[src/rtl/blc_pkg.sv]
package blc_pkg;
  typedef enum logic {
    MODE_NORMAL = 1'b0,
    MODE_BOOST  = 1'b1
  } loop_mode_e;
endpackage

[src/rtl/blc_ob_window.sv]
module blc_ob_window #(
  parameter int DATA_W    = 12,
  parameter int WIN_START = 5,
  parameter int WIN_LEN   = 8
) (
  input  logic              clk,
  input  logic              rst_n,
  input  logic              enable,
  input  logic              ob_act,
  input  logic [DATA_W-1:0] adc_code,
  output logic              avg_valid,
  output logic [DATA_W-1:0] avg
);
  localparam int WIN_END = WIN_START + WIN_LEN - 1;
  localparam int CNT_W   = $clog2(WIN_END + 1);
  localparam int AVG_SH  = $clog2(WIN_LEN);
  localparam int ACC_W   = DATA_W + $clog2(WIN_LEN + 1);

  logic             ob_q;
  logic [CNT_W-1:0] cnt_q, cnt_d;
  logic [ACC_W-1:0] acc_q, acc_base, acc_sum;
  logic [DATA_W-1:0] avg_calc;
  logic edge_det, open, in_win, last;

  assign edge_det = ob_act & ~ob_q;
  assign open     = (cnt_q != '0);
  assign in_win   = (cnt_q >= CNT_W'(WIN_START)) && (cnt_q <= CNT_W'(WIN_END));
  assign last     = (cnt_q == CNT_W'(WIN_END));
  assign acc_base = (cnt_q == CNT_W'(WIN_START)) ? '0 : acc_q;
  assign acc_sum  = acc_base + ACC_W'(adc_code);

  generate
    if ((1 << AVG_SH) == WIN_LEN) begin : g_shift_avg
      assign avg_calc = DATA_W'(acc_sum >> AVG_SH);
    end else begin : g_div_avg
      assign avg_calc = DATA_W'(acc_sum / ACC_W'(WIN_LEN));
    end
  endgenerate

  always_comb begin
    cnt_d = cnt_q;
    if (!enable)                cnt_d = '0;
    else if (!open && edge_det) cnt_d = CNT_W'(1);
    else if (open && last)      cnt_d = '0;
    else if (open)              cnt_d = cnt_q + CNT_W'(1);
  end

  always_ff @(posedge clk or negedge rst_n) begin
    if (!rst_n) begin
      ob_q      <= 1'b0;
      cnt_q     <= '0;
      acc_q     <= '0;
      avg_valid <= 1'b0;
      avg       <= '0;
    end else begin
      ob_q      <= ob_act;
      cnt_q     <= cnt_d;
      avg_valid <= enable & last;
      if (enable && in_win) acc_q <= acc_sum;
      if (enable && last)   avg   <= avg_calc;
    end
  end
endmodule

[src/rtl/blc_boost.sv]
module blc_boost
  import blc_pkg::*;
#(
  parameter int SEL_W = 2
) (
  input  logic             clk,
  input  logic             rst_n,
  input  logic             run,
  input  logic             gain_change,
  input  logic             upd,
  input  logic             big_err,
  input  logic [SEL_W-1:0] hold_sel,
  output loop_mode_e       mode
);
  localparam int HOLD_MAX = 1 << ((1 << SEL_W) - 1);
  localparam int HOLD_W   = $clog2(HOLD_MAX + 1);

  loop_mode_e        mode_d;
  logic [HOLD_W-1:0] hold_q, hold_d, hold_load;

  assign hold_load = HOLD_W'(1) << hold_sel;

  always_comb begin
    mode_d = mode;
    hold_d = hold_q;
    if (!run) begin
      mode_d = MODE_NORMAL;
      hold_d = '0;
    end else if (gain_change) begin
      mode_d = MODE_BOOST;
      hold_d = hold_load;
    end else if (upd && mode == MODE_BOOST) begin
      if (big_err) begin
        hold_d = hold_load;
      end else if (hold_q <= HOLD_W'(1)) begin
        mode_d = MODE_NORMAL;
        hold_d = '0;
      end else begin
        hold_d = hold_q - HOLD_W'(1);
      end
    end
  end

  always_ff @(posedge clk or negedge rst_n) begin
    if (!rst_n) begin
      mode   <= MODE_NORMAL;
      hold_q <= '0;
    end else begin
      mode   <= mode_d;
      hold_q <= hold_d;
    end
  end
endmodule

[src/rtl/blc_cal_timer.sv]
module blc_cal_timer #(
  parameter int CAL_CYCLES = 40000
) (
  input  logic clk,
  input  logic rst_n,
  input  logic run,
  output logic busy
);
  localparam int CW = $clog2(CAL_CYCLES + 1);

  logic          run_q;
  logic [CW-1:0] cnt_q, cnt_d;

  assign busy = (cnt_q != '0);

  always_comb begin
    cnt_d = cnt_q;
    if (!run)         cnt_d = '0;
    else if (!run_q)  cnt_d = CW'(CAL_CYCLES);
    else if (busy)    cnt_d = cnt_q - CW'(1);
  end

  always_ff @(posedge clk or negedge rst_n) begin
    if (!rst_n) begin
      run_q <= 1'b0;
      cnt_q <= '0;
    end else begin
      run_q <= run;
      cnt_q <= cnt_d;
    end
  end
endmodule

[src/rtl/blc_loop.sv]
module blc_loop
  import blc_pkg::*;
#(
  parameter int DATA_W        = 12,
  parameter int CLAMP_W       = 5,
  parameter int SEL_W         = 2,
  parameter int WIN_START     = 5,
  parameter int WIN_LEN       = 8,
  parameter int ERR_LIMIT     = 64,
  parameter int CLAMP_BASE    = 56,
  parameter int CLAMP_STEP    = 8,
  parameter int BOOST_MIN_LOG = 2,
  parameter int CAL_CYCLES    = 40000,
  parameter int CORR_W        = DATA_W + 1 + BOOST_MIN_LOG + (1 << SEL_W) - 1
) (
  input  logic                     clk,
  input  logic                     rst_n,
  input  logic                     loop_run,
  input  logic                     ob_pulse,
  input  logic                     ob_invert,
  input  logic [DATA_W-1:0]        adc_code,
  input  logic                     gain_change,
  input  logic [CLAMP_W-1:0]       clamp_code,
  input  logic [SEL_W-1:0]         boost_sel,
  input  logic [SEL_W-1:0]         hold_sel,
  output logic signed [CORR_W-1:0] corr_out,
  output logic                     corr_valid,
  output logic                     boost_active,
  output logic                     cal_busy
);
  localparam int ERR_W     = DATA_W + 1;
  localparam int MAX_SHIFT = BOOST_MIN_LOG + (1 << SEL_W) - 1;
  localparam int SH_W      = $clog2(MAX_SHIFT + 1);

  logic                     avg_valid, big_err;
  logic [DATA_W-1:0]        avg;
  logic [ERR_W-1:0]         target, err_mag;
  logic signed [ERR_W-1:0]  err;
  logic signed [CORR_W-1:0] err_ext, corr_d;
  logic [SH_W-1:0]          sh;
  loop_mode_e               mode;

  blc_cal_timer #(.CAL_CYCLES(CAL_CYCLES)) u_cal (
    .clk(clk), .rst_n(rst_n), .run(loop_run), .busy(cal_busy)
  );

  blc_ob_window #(.DATA_W(DATA_W), .WIN_START(WIN_START), .WIN_LEN(WIN_LEN)) u_win (
    .clk(clk), .rst_n(rst_n), .enable(loop_run & ~cal_busy),
    .ob_act(ob_pulse ^ ob_invert), .adc_code(adc_code),
    .avg_valid(avg_valid), .avg(avg)
  );

  blc_boost #(.SEL_W(SEL_W)) u_boost (
    .clk(clk), .rst_n(rst_n), .run(loop_run), .gain_change(gain_change),
    .upd(avg_valid), .big_err(big_err), .hold_sel(hold_sel), .mode(mode)
  );

  assign target  = ERR_W'(CLAMP_BASE) + ERR_W'(CLAMP_STEP) * ERR_W'(clamp_code);
  assign err     = $signed(target) - $signed({1'b0, avg});
  assign err_mag = err[ERR_W-1] ? ERR_W'(-err) : ERR_W'(err);
  assign big_err = (err_mag > ERR_W'(ERR_LIMIT));
  assign err_ext = {{(CORR_W - ERR_W){err[ERR_W-1]}}, err};
  assign sh      = (mode == MODE_BOOST) ? (SH_W'(BOOST_MIN_LOG) + SH_W'(boost_sel)) : '0;
  assign boost_active = (mode == MODE_BOOST);

  always_comb begin
    corr_d = corr_out;
    if (!loop_run)      corr_d = '0;
    else if (avg_valid) corr_d = err_ext <<< sh;
  end

  always_ff @(posedge clk or negedge rst_n) begin
    if (!rst_n) begin
      corr_out   <= '0;
      corr_valid <= 1'b0;
    end else begin
      corr_out   <= corr_d;
      corr_valid <= loop_run & avg_valid;
    end
  end
endmodule

[config.mk]
export PLATFORM = sky130hd
export DESIGN_NAME = blc_loop
export DESIGN_NICKNAME = d
export VERILOG_FILES = /design/src/rtl/blc_pkg.sv /design/src/rtl/blc_ob_window.sv /design/src/rtl/blc_boost.sv /design/src/rtl/blc_cal_timer.sv /design/src/rtl/blc_loop.sv
export SDC_FILE = /design/constraint.sdc
export NUM_CORES = 1
export LEC_CHECK = 0
export ABC_AREA = 0
export BUFFER_PORTS_ARGS = -buffer_cell sky130_fd_sc_hd__buf_4
export CAP_MARGIN = 20
export CORE_ASPECT_RATIO = 0.9
export CORE_MARGIN = 8
export CORE_UTILIZATION = 30
export DETAILED_ROUTE_END_ITERATION = 8
export PLACE_DENSITY = 0.57
export SLEW_MARGIN = 0
export SYNTH_ARGS = -nofsm -noshare
export SYNTH_HDL_FRONTEND = slang
export SYNTH_HIERARCHICAL = 1
export SYNTH_SLANG_ARGS = --single-unit
[constraint.sdc]
create_clock -name clk -period 4.5 [get_ports clk]
set_input_delay 0.225 -clock clk [delete_from_list [all_inputs] [get_ports clk]]
set_output_delay 0.225 -clock clk [all_outputs]
set_load 0.005 [all_outputs]
==> impl_results.md, run 1 <==
* Dpl cell area at 5920 um^2
* RSZ-0062 raised after global routing: no
* DP Worst Slack at 0.784 ns
* PD cells at 274 nW/um^2
* M1 WL at 6.95 mm
* Critical path required time at 4.76 ns
* Utilization after layout at 0.354
* Vias after detailed routing at 4609
* H-tree Lvls at 3
* Max Freq at 265 MHz
* Syn nets at 674
* Final min period at 3.77 ns
* Clock skew at 0.00670 ns
* Syn-to-layout area delta at 16.0%
* Post-synth EDFFs at 0
* Inserted Clock Buffers at 9
* Initial DRC Count at 269
* Yosys warns at 6
* Post-Synth Simple-Gate Area at 0.211
* Total GRT Usage at 0.125
* Post-synthesis compound-gate area fraction at 0.256
* Final GP Congestion at 0.838
* Final instance area at 6230 um^2
* First-pass GRT wire length at 22.5 mm
* GRT overflow at 0
* DR top layer: met4
* Worst-path fanout max at 8
* CTS tree: built
* Routed WL at 13.4 mm
* Routed Antenna Nets at 0
* DR WL met3 at 724 um
* DR vias/cell at 5.14
* Post-route setup slack at 0.730 ns
* Crit path launch type: flip-flop
* Worst-margin pin slew at 0.899 ns
* Largest family of logic cells by synthesized area: compound AO/OA/AOI/OAI gates
* # rows at 46
* Fin crit share at 0.838
* #FFs+latches synth at 74
* Area of the core at 17600 um^2
* Net count of the finished layout at 711
* Pleak at 0.00272 uW
* Crit path DAT at 4.03 ns
* Synth Instances at 615
* Post-route DRC at 0
* Die extent in x at 157 um
* Synth Area in Adders at 0.0759
* Ys flop type: dfrtp_1
* CTS sink cnt at 74
* Crit path kind: flip-flop to flip-flop
* # Max-Cap Violations at 0
* Final hold violations at 0
* Largest net degree at the start of global routing at 75
* Mapped Area at 5370 um^2
* Die Y at 143 um
* Mux cell area share after synthesis at 0.0254
* Share of synthesized registers carrying an async set or reset at 1.00
* IO Count at 48
* Routed len/inst at 14.9 um
* Detailed Routing Iterations Pass 1 at 5
* Clock Tree Buf Depth at 2
* Ant. Diodes at 0
* Crit path capture type: flip-flop
* Layout cell share with drive strength beyond 1 at 0.174
* Final Power at 1710 uW
* Clock Latency Late Sink at 0.34 ns
* Distinct cell type count after synthesis at 91
* Vias in the first global route at 4357
* Setup_tns at 0 ns
* Seq/Total Area, Yosys at 0.345
* Status: finished, final reports clean
* Starting density of the core at 0.305
* Slew margin rel. at 0.398
* Metal2 WL at 5.47 mm
* Post-synthesis xor/xnor area fraction at 0.0342
* Worst min path class: input port to flip-flop
* Syn avg cell area at 8.74 um^2
* Clock slew at reported path FFs at 0.06 ns
* CTS Root Cell: clkbuf_16
* Setup-failing EPs final at 0
* Max Slew Vio Count at 0
* PortBufs at 47
* Hpwl dp at 9.75 mm
* Initial antenna violation count at 0
* VDD IR-drop max at 0.165 mV
* Die footprint at 22500 um^2
synthesized netlist by cell type (all sizes together), types with 4 or more instances:
cell type	number	area share
nor4	9	0.012
or2	6	0.0070
xnor2	11	0.018
o2111ai	4	0.0065
buf	6	0.0072
clkbuf	20	0.016
o21ai	50	0.047
mux2i	8	0.015
nor3	13	0.015
a31o	5	0.0082
o211ai	11	0.016
nand4	7	0.0082
nor2	33	0.025
o21a	4	0.0056
ha	31	0.072
nand2b	11	0.014
a22o	5	0.0084
and3	4	0.0047
a21o	4	0.0056
a31oi	7	0.0082
a211oi	10	0.016
xor2	10	0.016
nand2	69	0.049
o31ai	6	0.0093
a21oi	43	0.043
o41ai	4	0.0065
dfrtp	74	0.34
or3	10	0.012
nand3	14	0.014
o21bai	5	0.0070
o311a	4	0.0079
and2	17	0.020
o221ai	4	0.0098
nor2b	5	0.0058
inv	41	0.029
critical path, stage by stage (launching register included):
cell       delay (ns)
dfrtp_1          0.37
ha_1             0.27
inv_1            0.04
ha_1             0.37
a21oi_2          0.26
a21oi_1          0.12
a2111oi_0        0.42
a2bb2oi_1        0.76
mux2i_1          0.16
o31ai_1          0.10
nand3_1          0.17
nor2_4           0.23
o311ai_2         0.14
o21bai_1         0.15
o2bb2ai_1        0.12
worst paths after layout:
check	from	end	slack, ns	cells after the start
setup reg to reg	u_win/avg[5]	u_boost/hold_q[3]	0.73	14
hold / removal	ob_pulse	u_win/ob_q	0.07	2
hold reg to reg	u_win/acc_q[3]	u_win/acc_q[3]	0.47	2
setup / recovery	u_win/avg[5]	u_boost/hold_q[3]	0.73	14
max in group asynchronous	rst_n	u_win/ob_q	3.68	3
min in group asynchronous	rst_n	corr_out[8]	0.25	2
state kept, by name, indices dropped and copies added (netlist names):
| name | count |
|---|---|
| corr_out | 18 |
| corr_valid | 1 |
| u_boost/hold_q | 4 |
| u_boost/mode | 1 |
| u_cal/cnt_q | 16 |
| u_cal/run_q | 1 |
| u_win/acc_q | 15 |
| u_win/avg | 12 |
| u_win/avg_valid | 1 |
| u_win/cnt_q | 4 |
| u_win/ob_q | 1 |
report_power, final:
part,leakage (uW),total (uW),internal (uW),switching [uW]
Combinational,0.00159,324,128,196
Sequential,0.00100,707,682,24.9
Clock,0.000131,678,386,292
stage by stage:
stage / cells / hold WS, ns
after floorplan: 615 / -0.0706
after global placement: 879 / 0.421
after detailed placement: 879 / 0.424
after CTS: 895 / 0.0549
after global routing: 897 / 0.0772
final: 897 / 0.0664
timing repair:
item,in CTS,in global routing
hold buffers,0,1
resized for setup,0,0
setup buffers,0,0
endpoints found under the hold margin,0,8
routing by layer:
| metal | GRT usage | vias to the layer above |
|---|---|---|
| met2 | 0.178 | 113 |
| met4 | 0.0405 | 0 |
| li1 | - | 2329 |
| met1 | 0.179 | 2151 |
| met5 | 0 | - |
| met3 | 0.0317 | 16 |
placed cells by master, fill, tap and decap left out, types with 7 or more instances in the layout:
cell type and count:
and2_1 15, inv_1 39, nand2b_1 10, xor2_1 10, o211ai_1 10, nand2_1 68, nor4_1 8, a31oi_1 7
xnor2_1 11, a21oi_1 39, o21ai_0 41, or3_1 9, nand4_1 7, a211oi_1 8, nor2_1 31, o21ai_1 9
clkbuf_16 9, nand3_1 13, mux2i_1 8, buf_4 50, nor3_1 11, dfrtp_1 74, ha_1 31
cells by family after synthesis:
logic type / Yosys count
simple gates: 213
compound gates: 195
flops: 74
buf+inv: 68
fa+ha+maj: 32
xor+xnor: 21
mux: 12
cell type report:
type | count | area [um^2]
Clock buffer | 11 | 243
Multi-Input combinational cell | 473 | 3240
Fill cell | 1844 | 11400
Tap cell | 240 | 300
Clock inverter | 5 | 30.0
Timing Repair Buffer | 52 | 413
Inverter | 42 | 158
Sequential cell | 74 | 1850
No activity file was read; power rests on OpenSTA's default activity.
==> run 2: changes to the inputs <==
--- a/config.mk
+++ b/config.mk
@@ -12,7 +12,7 @@
 export CORE_MARGIN = 8
 export CORE_UTILIZATION = 30
 export DETAILED_ROUTE_END_ITERATION = 8
-export PLACE_DENSITY = 0.57
+export PLACE_DENSITY = 0.59
 export SLEW_MARGIN = 0
 export SYNTH_ARGS = -nofsm -noshare
 export SYNTH_HDL_FRONTEND = slang
==> constraint.sdc (replaced) <==
create_clock -name clk -period 3.3 [get_ports clk]
set_input_delay 0.165 -clock clk [delete_from_list [all_inputs] [get_ports clk]]
set_output_delay 0.165 -clock clk [all_outputs]
set_load 0.005 [all_outputs]
==> run 2 against run 1 <==
  * Register-to-register slack worse by 0.70 ns
  * Via count up 4.5%
  * Core utilization up 3.5 points
  * Total power up 40%
  * Die area unchanged
  * Clock-buffer cell count unchanged
  * Sequential share of layout area down 2.7 points
  * Sequential power up 36%
  * First-iteration DRC count unchanged
  * Maximum frequency up 15%
  * Hold slack better by 0.0071 ns
  * Critical path depth unchanged
==> impl_results.md, run 2 (same netlist as run 1, synthesis figures left out) <==
* Status: finished, final reports clean
* Setup-failing EPs final at 0 (unchanged)
* Starting density of the core at 0.305 (unchanged)
* Clock Latency Late Sink at 0.34 ns (about the same)
* Layout cell share with drive strength beyond 1 at 0.271 (+0.0974)
* Clock slew at reported path FFs at 0.06 ns (about the same)
* Detailed Routing Iterations Pass 1 at 5 (unchanged)
* Inserted Clock Buffers at 9 (unchanged)
* IO Count at 48 (unchanged)
* PD cells at 348 nW/um^2 (+27%)
* Critical path required time at 3.57 ns (-1.19 ns)
* Vias in the first global route at 4577 (+5.0%)
* Crit path capture type: flip-flop
* Commonest non-fill, non-tap cells in the layout: buf_4, dfrtp_1, nand2_1, o21ai_0, inv_1
* DP Cell Count at 919 (+4.6%)
* Worst-path fanout max at 8 (unchanged)
* Max Freq at 306 MHz (+15%)
* Initial DRC Count at 269 (unchanged)
* Final instance count without filler cells at 945 (+5.4%)
* CTS sink cnt at 74 (unchanged)
* # Max-Cap Violations at 0 (unchanged)
* VDD IR-drop max at 0.257 mV (+56%)
* Hold EP: u_cal/run_q
* Crit path DAT at 3.54 ns (-0.49 ns)
* Total GRT Usage at 0.127 (+0.00185)
* Worst reg-to-reg path cell count at 14 (unchanged)
* Post-route DRC at 0 (unchanged)
* Syn-to-layout area delta at 27.6%
* Commonest non-fill, non-tap cell in the layout: buf_4
* Final min period at 3.27 ns (-0.497 ns)
* Vias after detailed routing at 4817 (+4.5%)
* First-pass GRT wire length at 23.0 mm (+2.0%)
* Max FFs per register at 18 (unchanged)
* Routed len/inst at 14.7 um (-1.0%)
* Worst-margin pin slew at 0.636 ns (-0.263 ns)
* Clock skew at 0.00521 ns (-0.00149 ns)
* Net count of the finished layout at 760 (+6.9%)
* Clock Tree Buf Depth at 2 (unchanged)
* Fill cell count at 1816 (-1.5%)
* Hold_ws at 0.0736 ns (+0.00712 ns)
* Crit path kind: flip-flop to flip-flop
* Final hold violations at 0 (unchanged)
* Area of the core at 17600 um^2 (unchanged)
* Hold path cells at 1 (-1)
* CTS tree: built
* Routed WL at 13.9 mm (+4.3%)
* Regs by FF count: corr_out x18, u_cal/cnt_q x16, u_win/acc_q x15
* R2R Setup Slk at 0.03 ns (-0.70 ns)
* Hpwl dp at 10.2 mm (+4.1%)
* R2R Path End: u_boost/hold_q[2]
* PortBufs at 47 (unchanged)
* Final Power at 2390 uW (+40%)
* Final GP Congestion at 0.866 (+3.2%)
* Routed Antenna Nets at 0 (unchanged)
* Ant. Diodes at 0 (unchanged)
* Largest Register: corr_out
* Slew margin rel. at 0.572 (+0.174)
* Worst min path class: input port to flip-flop
* Die extent in x at 157 um (unchanged)
* H-tree Lvls at 3 (unchanged)
* Initial antenna violation count at 0 (unchanged)
* Pleak at 0.00299 uW (+9.9%)
* Largest net degree at the start of global routing at 75 (unchanged)
* Crit path launch type: flip-flop
* Fin crit share at 0.992 (+0.154)
* Max Slew Vio Count at 0 (unchanged)
* RSZ-0062 raised after global routing: yes
* DR vias/cell at 5.10 (-0.80%)
* CTS Root Cell: clkbuf_16
* Die footprint at 22500 um^2 (unchanged)
* Crit Reg-Reg Startpoint: u_win/avg[5]
* Worst Hold Launch: loop_run
* Die Y at 143 um (unchanged)
* # rows at 46 (unchanged)
* GRT overflow at 0 (unchanged)
run 2: cell count changes in the layout (fill, tap and decap cells not counted), sizes merged:
cell,change
buf,+47
clkinv,+1
clkinvlp,-2
dlygate4sd3,+2
run 2: layout make-up:
| type | instances | area (um^2) | area share |
|---|---|---|---|
| timing repair buffer | 101 | 786 | 0.115 |
| sequential | 74 | 1850 | 0.270 |
| multi-input combinational | 473 | 3510 | 0.512 |
| clock inverter | 4 | 20.0 | 0.00292 |
| clock buffer | 11 | 233 | 0.0339 |
| inverter | 42 | 158 | 0.0230 |
| tap | 240 | 300 | 0.0438 |
run 2: worst max-delay path by stage:
stage	from	end
after floorplan	u_win/avg[5]	u_boost/hold_q[3]
after global routing	u_win/avg[5]	u_boost/hold_q[2]
after global placement	u_win/avg[5]	u_boost/hold_q[3]
after CTS	u_win/avg[5]	u_boost/hold_q[3]
after detailed placement	u_win/avg[5]	u_boost/hold_q[3]
final	u_win/avg[5]	u_boost/hold_q[2]
run 2: metal layers:
| metal | vias up | track usage | part of all wire |
|---|---|---|---|
| li1 | 2432 | - | - |
| met1 | 2255 | 0.180 | 0.51 |
| met2 | 114 | 0.183 | 0.42 |
| met3 | 16 | 0.0299 | 0.058 |
| met4 | 0 | 0.0440 | 0.016 |
| met5 | - | 0 | 0 |
run 2: where the power goes:
group / switching, uW / leakage [uW] / internal, uW
logic: 310 / 0.00186 / 245
clock network: 368 / 0.000129 / 499
registers: 33.2 / 0.00100 / 931
run 2: what timing repair did:
action,4_1_cts,5_1_grt
hold buffers,2,1
resized for setup,15,31
pin swaps,11,25
endpoints found under the setup margin,5,11
endpoints found under the hold margin,1,36
buffers inserted,3,4
run 2: critical path, stage by stage, from the launching register on:
cell and delay (ns):
dfrtp_1 0.40, ha_4 0.27, inv_2 0.04, ha_4 0.26
or2_4 0.23, o211a_1 0.26, or3_4 0.38, nor3_4 0.14
nand4_1 0.18, o31ai_4 0.25, nand3_2 0.13, nor2_4 0.23
o311ai_4 0.15, o21bai_1 0.17, o2bb2ai_1 0.12
run 2: metrics by stage:
step / TNS (ns) / setup slack [ns] / instance area [um^2] / utilization
floorplan: 0 / 0.00691 / 5370 / -
global placement: -0.138 / -0.0546 / 6220 / 0.353
detailed placement: -0.602 / -0.168 / 6220 / 0.353
CTS: 0 / 0.0169 / 6620 / 0.376
global route: -0.553 / -0.169 / 6860 / 0.389
finish: 0 / 0.0269 / 6860 / 0.389
==> run 3: changes to the inputs <==
--- a/config.mk
+++ b/config.mk
@@ -8,11 +8,13 @@
 export ABC_AREA = 0
 export BUFFER_PORTS_ARGS = -buffer_cell sky130_fd_sc_hd__buf_4
 export CAP_MARGIN = 20
+export CELL_PAD_IN_SITES_DETAIL_PLACEMENT = 0
+export CELL_PAD_IN_SITES_GLOBAL_PLACEMENT = 1
 export CORE_ASPECT_RATIO = 0.9
 export CORE_MARGIN = 8
 export CORE_UTILIZATION = 30
 export DETAILED_ROUTE_END_ITERATION = 8
-export PLACE_DENSITY = 0.59
+export PLACE_DENSITY = 0.7
 export SLEW_MARGIN = 0
 export SYNTH_ARGS = -nofsm -noshare
 export SYNTH_HDL_FRONTEND = slang
==> run 3 against run 2 <==
  * The flow now finishes with violations (negative hold slack, negative setup slack)
  * Register-to-register slack got worse by 0.03 ns
  * Cell area shrank 2.8%
  * Cell count is 1.4% lower
  * Flip-flop and latch count stayed put
  * Clock power grew 3.6%
  * Critical path depth is 1 higher
  * Largest power group unchanged
==> impl_results.md, run 3 (same netlist as run 1, synthesis figures left out) <==
* Starting density of the core at 0.305 (unchanged)
* Largest net degree at the start of global routing at 75 (unchanged)
* Worst-margin pin slew at 0.960 ns (+0.324 ns)
* Worst min path class: input port to asynchronous set/reset pin
* Failing checks: negative hold slack, negative setup slack
* Worst-path fanout max at 8 (unchanged)
* CTS sink cnt at 74 (unchanged)
* H-tree Lvls at 3 (unchanged)
* Area of the core at 17600 um^2 (unchanged)
* Syn-to-layout area delta at 24.1%
* Critical path required time at 3.56 ns (about the same)
* # Max-Cap Violations at 0 (unchanged)
* Layout cell share with drive strength beyond 1 at 0.246 (-0.0253)
* Crit path capture type: flip-flop
* Detailed Routing Iterations Pass 1 at 4 (-1)
* Slowest stage delay, CP at 0.40 ns (about the same)
* CTS Root Cell: clkbuf_16
* Commonest non-fill, non-tap cell in the layout: buf_4
* Post-route setup slack at -0.00215 ns (-0.0290 ns)
* Status: finished with violations
* Max FFs per register at 18 (unchanged)
* First-pass GRT wire length at 23.9 mm (+4.1%)
* Clock Tree Buf Depth at 2 (unchanged)
* Largest Register: corr_out
* Die footprint at 22500 um^2 (unchanged)
* Initial antenna violation count at 0 (unchanged)
* Critical-path top delay cell: or3_4
* CP Cell Sequence: ha_1 > inv_2 > ha_4 > buf_6 > nand3_1 > o221ai_2 > o311a_1 > or3_4 > buf_4 > o31ai_2 > nand3_2 > nor2_4 > o311ai_4 > o21bai_1 > o2bb2ai_1
* VDD IR-drop max at 0.264 mV (+2.6%)
* Vias in the first global route at 4801 (+4.9%)
* Final hold violations at 17 (+17)
* PD cells at 356 nW/um^2 (+2.5%)
* DP Worst Slack at -0.171 ns (-0.00332 ns)
* Clock Latency Late Sink at 0.34 ns (about the same)
* Net count of the finished layout at 749 (-1.4%)
* Routed len/inst at 15.1 um (+2.5%)
* Clock skew at 0.00590 ns (+0.000688 ns)
* Crit path kind: flip-flop to flip-flop
* R2R Setup Slk at -0.002 ns (-0.03 ns)
* Total GRT Usage at 0.131 (+0.00440)
* GRT overflow at 0 (unchanged)
* Max Slew Vio Count at 0 (unchanged)
* Utilization after layout at 0.378 (-0.0109)
* Routed WL at 14.1 mm (+1.1%)
* Routed Antenna Nets at 0 (unchanged)
* Regs by FF count: corr_out x18, u_cal/cnt_q x16, u_win/acc_q x15
* Inserted Clock Buffers at 9 (unchanged)
* Hold_ws at -0.0226 ns (-0.0962 ns)
* Hpwl dp at 10.6 mm (+4.6%)
* Final Power at 2380 uW (-0.40%)
* Initial DRC Count at 240 (-11%)
* # rows at 46 (unchanged)
* PortBufs at 47 (unchanged)
* Commonest non-fill, non-tap cells in the layout: buf_4, dfrtp_1, nand2_1, o21ai_0, a21oi_1
* DR vias/cell at 5.15 (+1.1%)
* Crit path DAT at 3.56 ns (+0.02 ns)
* Fill cell count at 1829 (+0.72%)
* Ant. Diodes at 0 (unchanged)
* Max Freq at 303 MHz (-0.88%)
* Hold_buf cts at 0 (-2)
* Final instance area at 6670 um^2 (-2.8%)
* Die Y at 143 um (unchanged)
* Post-route DRC at 0 (unchanged)
* Setup-failing EPs final at 2 (+2)
* Die extent in x at 157 um (unchanged)
* Crit path launch type: flip-flop
* IO Count at 48 (unchanged)
* Final min period at 3.30 ns (+0.0290 ns)
* Clock slew at reported path FFs at 0.06 ns (about the same)
* RSZ-0062 raised after global routing: yes
* Slew margin rel. at 0.360 (-0.212)
* Dpl cell area at 6190 um^2 (-0.48%)
* Vias after detailed routing at 4802 (-0.31%)
* Fin crit share at 1.00 (+0.00879)
* CTS tree: built
* Final GP Congestion at 0.886 (+2.3%)
* Pleak at 0.00292 uW (-2.4%)
==> run 3: cell types whose count changed in the layout (fill, tap and decap cells not counted), sizes merged <==
cell	before	now
buf	98	90
clkinv	5	1
dlygate4sd3	3	0
clkbuf	11	13
==> run 3: routing by layer <==
layer  wire length (um)  vias up  GRT usage
met5                  0        -          0
met4                162        0     0.0395
met3                631       11     0.0296
met2               6010       88      0.195
met1               7290     2296      0.185
li1                   -     2407          -
==> run 3: worst paths after layout <==
path                                      start                 to  cells after the start
worst max register to register     u_win/avg[5]  u_boost/hold_q[3]                     15
worst min-delay path                      rst_n    u_cal/cnt_q[14]                      1
worst min register to register  u_win/acc_q[10]    u_win/acc_q[10]                      2
worst max-delay path               u_win/avg[5]  u_boost/hold_q[3]                     15
min in group clk                       ob_pulse         u_win/ob_q                      2
max in group asynchronous                 rst_n       u_win/avg[9]                      1
==> run 3: cell type report <==
cell class	count	area [um^2]	area share
Timing Repair Buffer	90	679	0.102
Sequential cell	74	1850	0.278
Tap cell	240	300	0.0451
Inverter	42	158	0.0237
Multi-Input combinational cell	473	3420	0.512
Clock buffer	13	260	0.0390
==> run 3: what timing repair did <==
item | in CTS | in global routing
pin swaps | 14 | 12
endpoints found under the setup margin | 5 | 10
setup buffers | 3 | 1
resized for setup | 16 | 14
==> run 3: where the power goes <==
part           total (uW)  switching (uW)  internal [uW]
Clock                 898             360            538
Sequential            966            35.2            931
Combinational         512             294            218
Total                2380             689           1690
==> run 3: stage by stage <==
stage	TNS (ns)	hold slack, ns	instances
final	-0.00337	-0.0226	932
after detailed placement	-0.745	0.369	915
after floorplan	0	-0.131	615
after CTS	-0.00242	0.00801	931
after global routing	-0.826	0.0135	932
after global placement	-0.314	0.365	915
==> run 3: worst max-delay path: cells and delay by family, from the launching register on <==
kind / cells / cell delay (ns)
compound gates: 6 / 1.10
simple gates: 4 / 0.88
fa+ha+maj: 2 / 0.51
flops: 1 / 0.38
buf+inv: 3 / 0.35
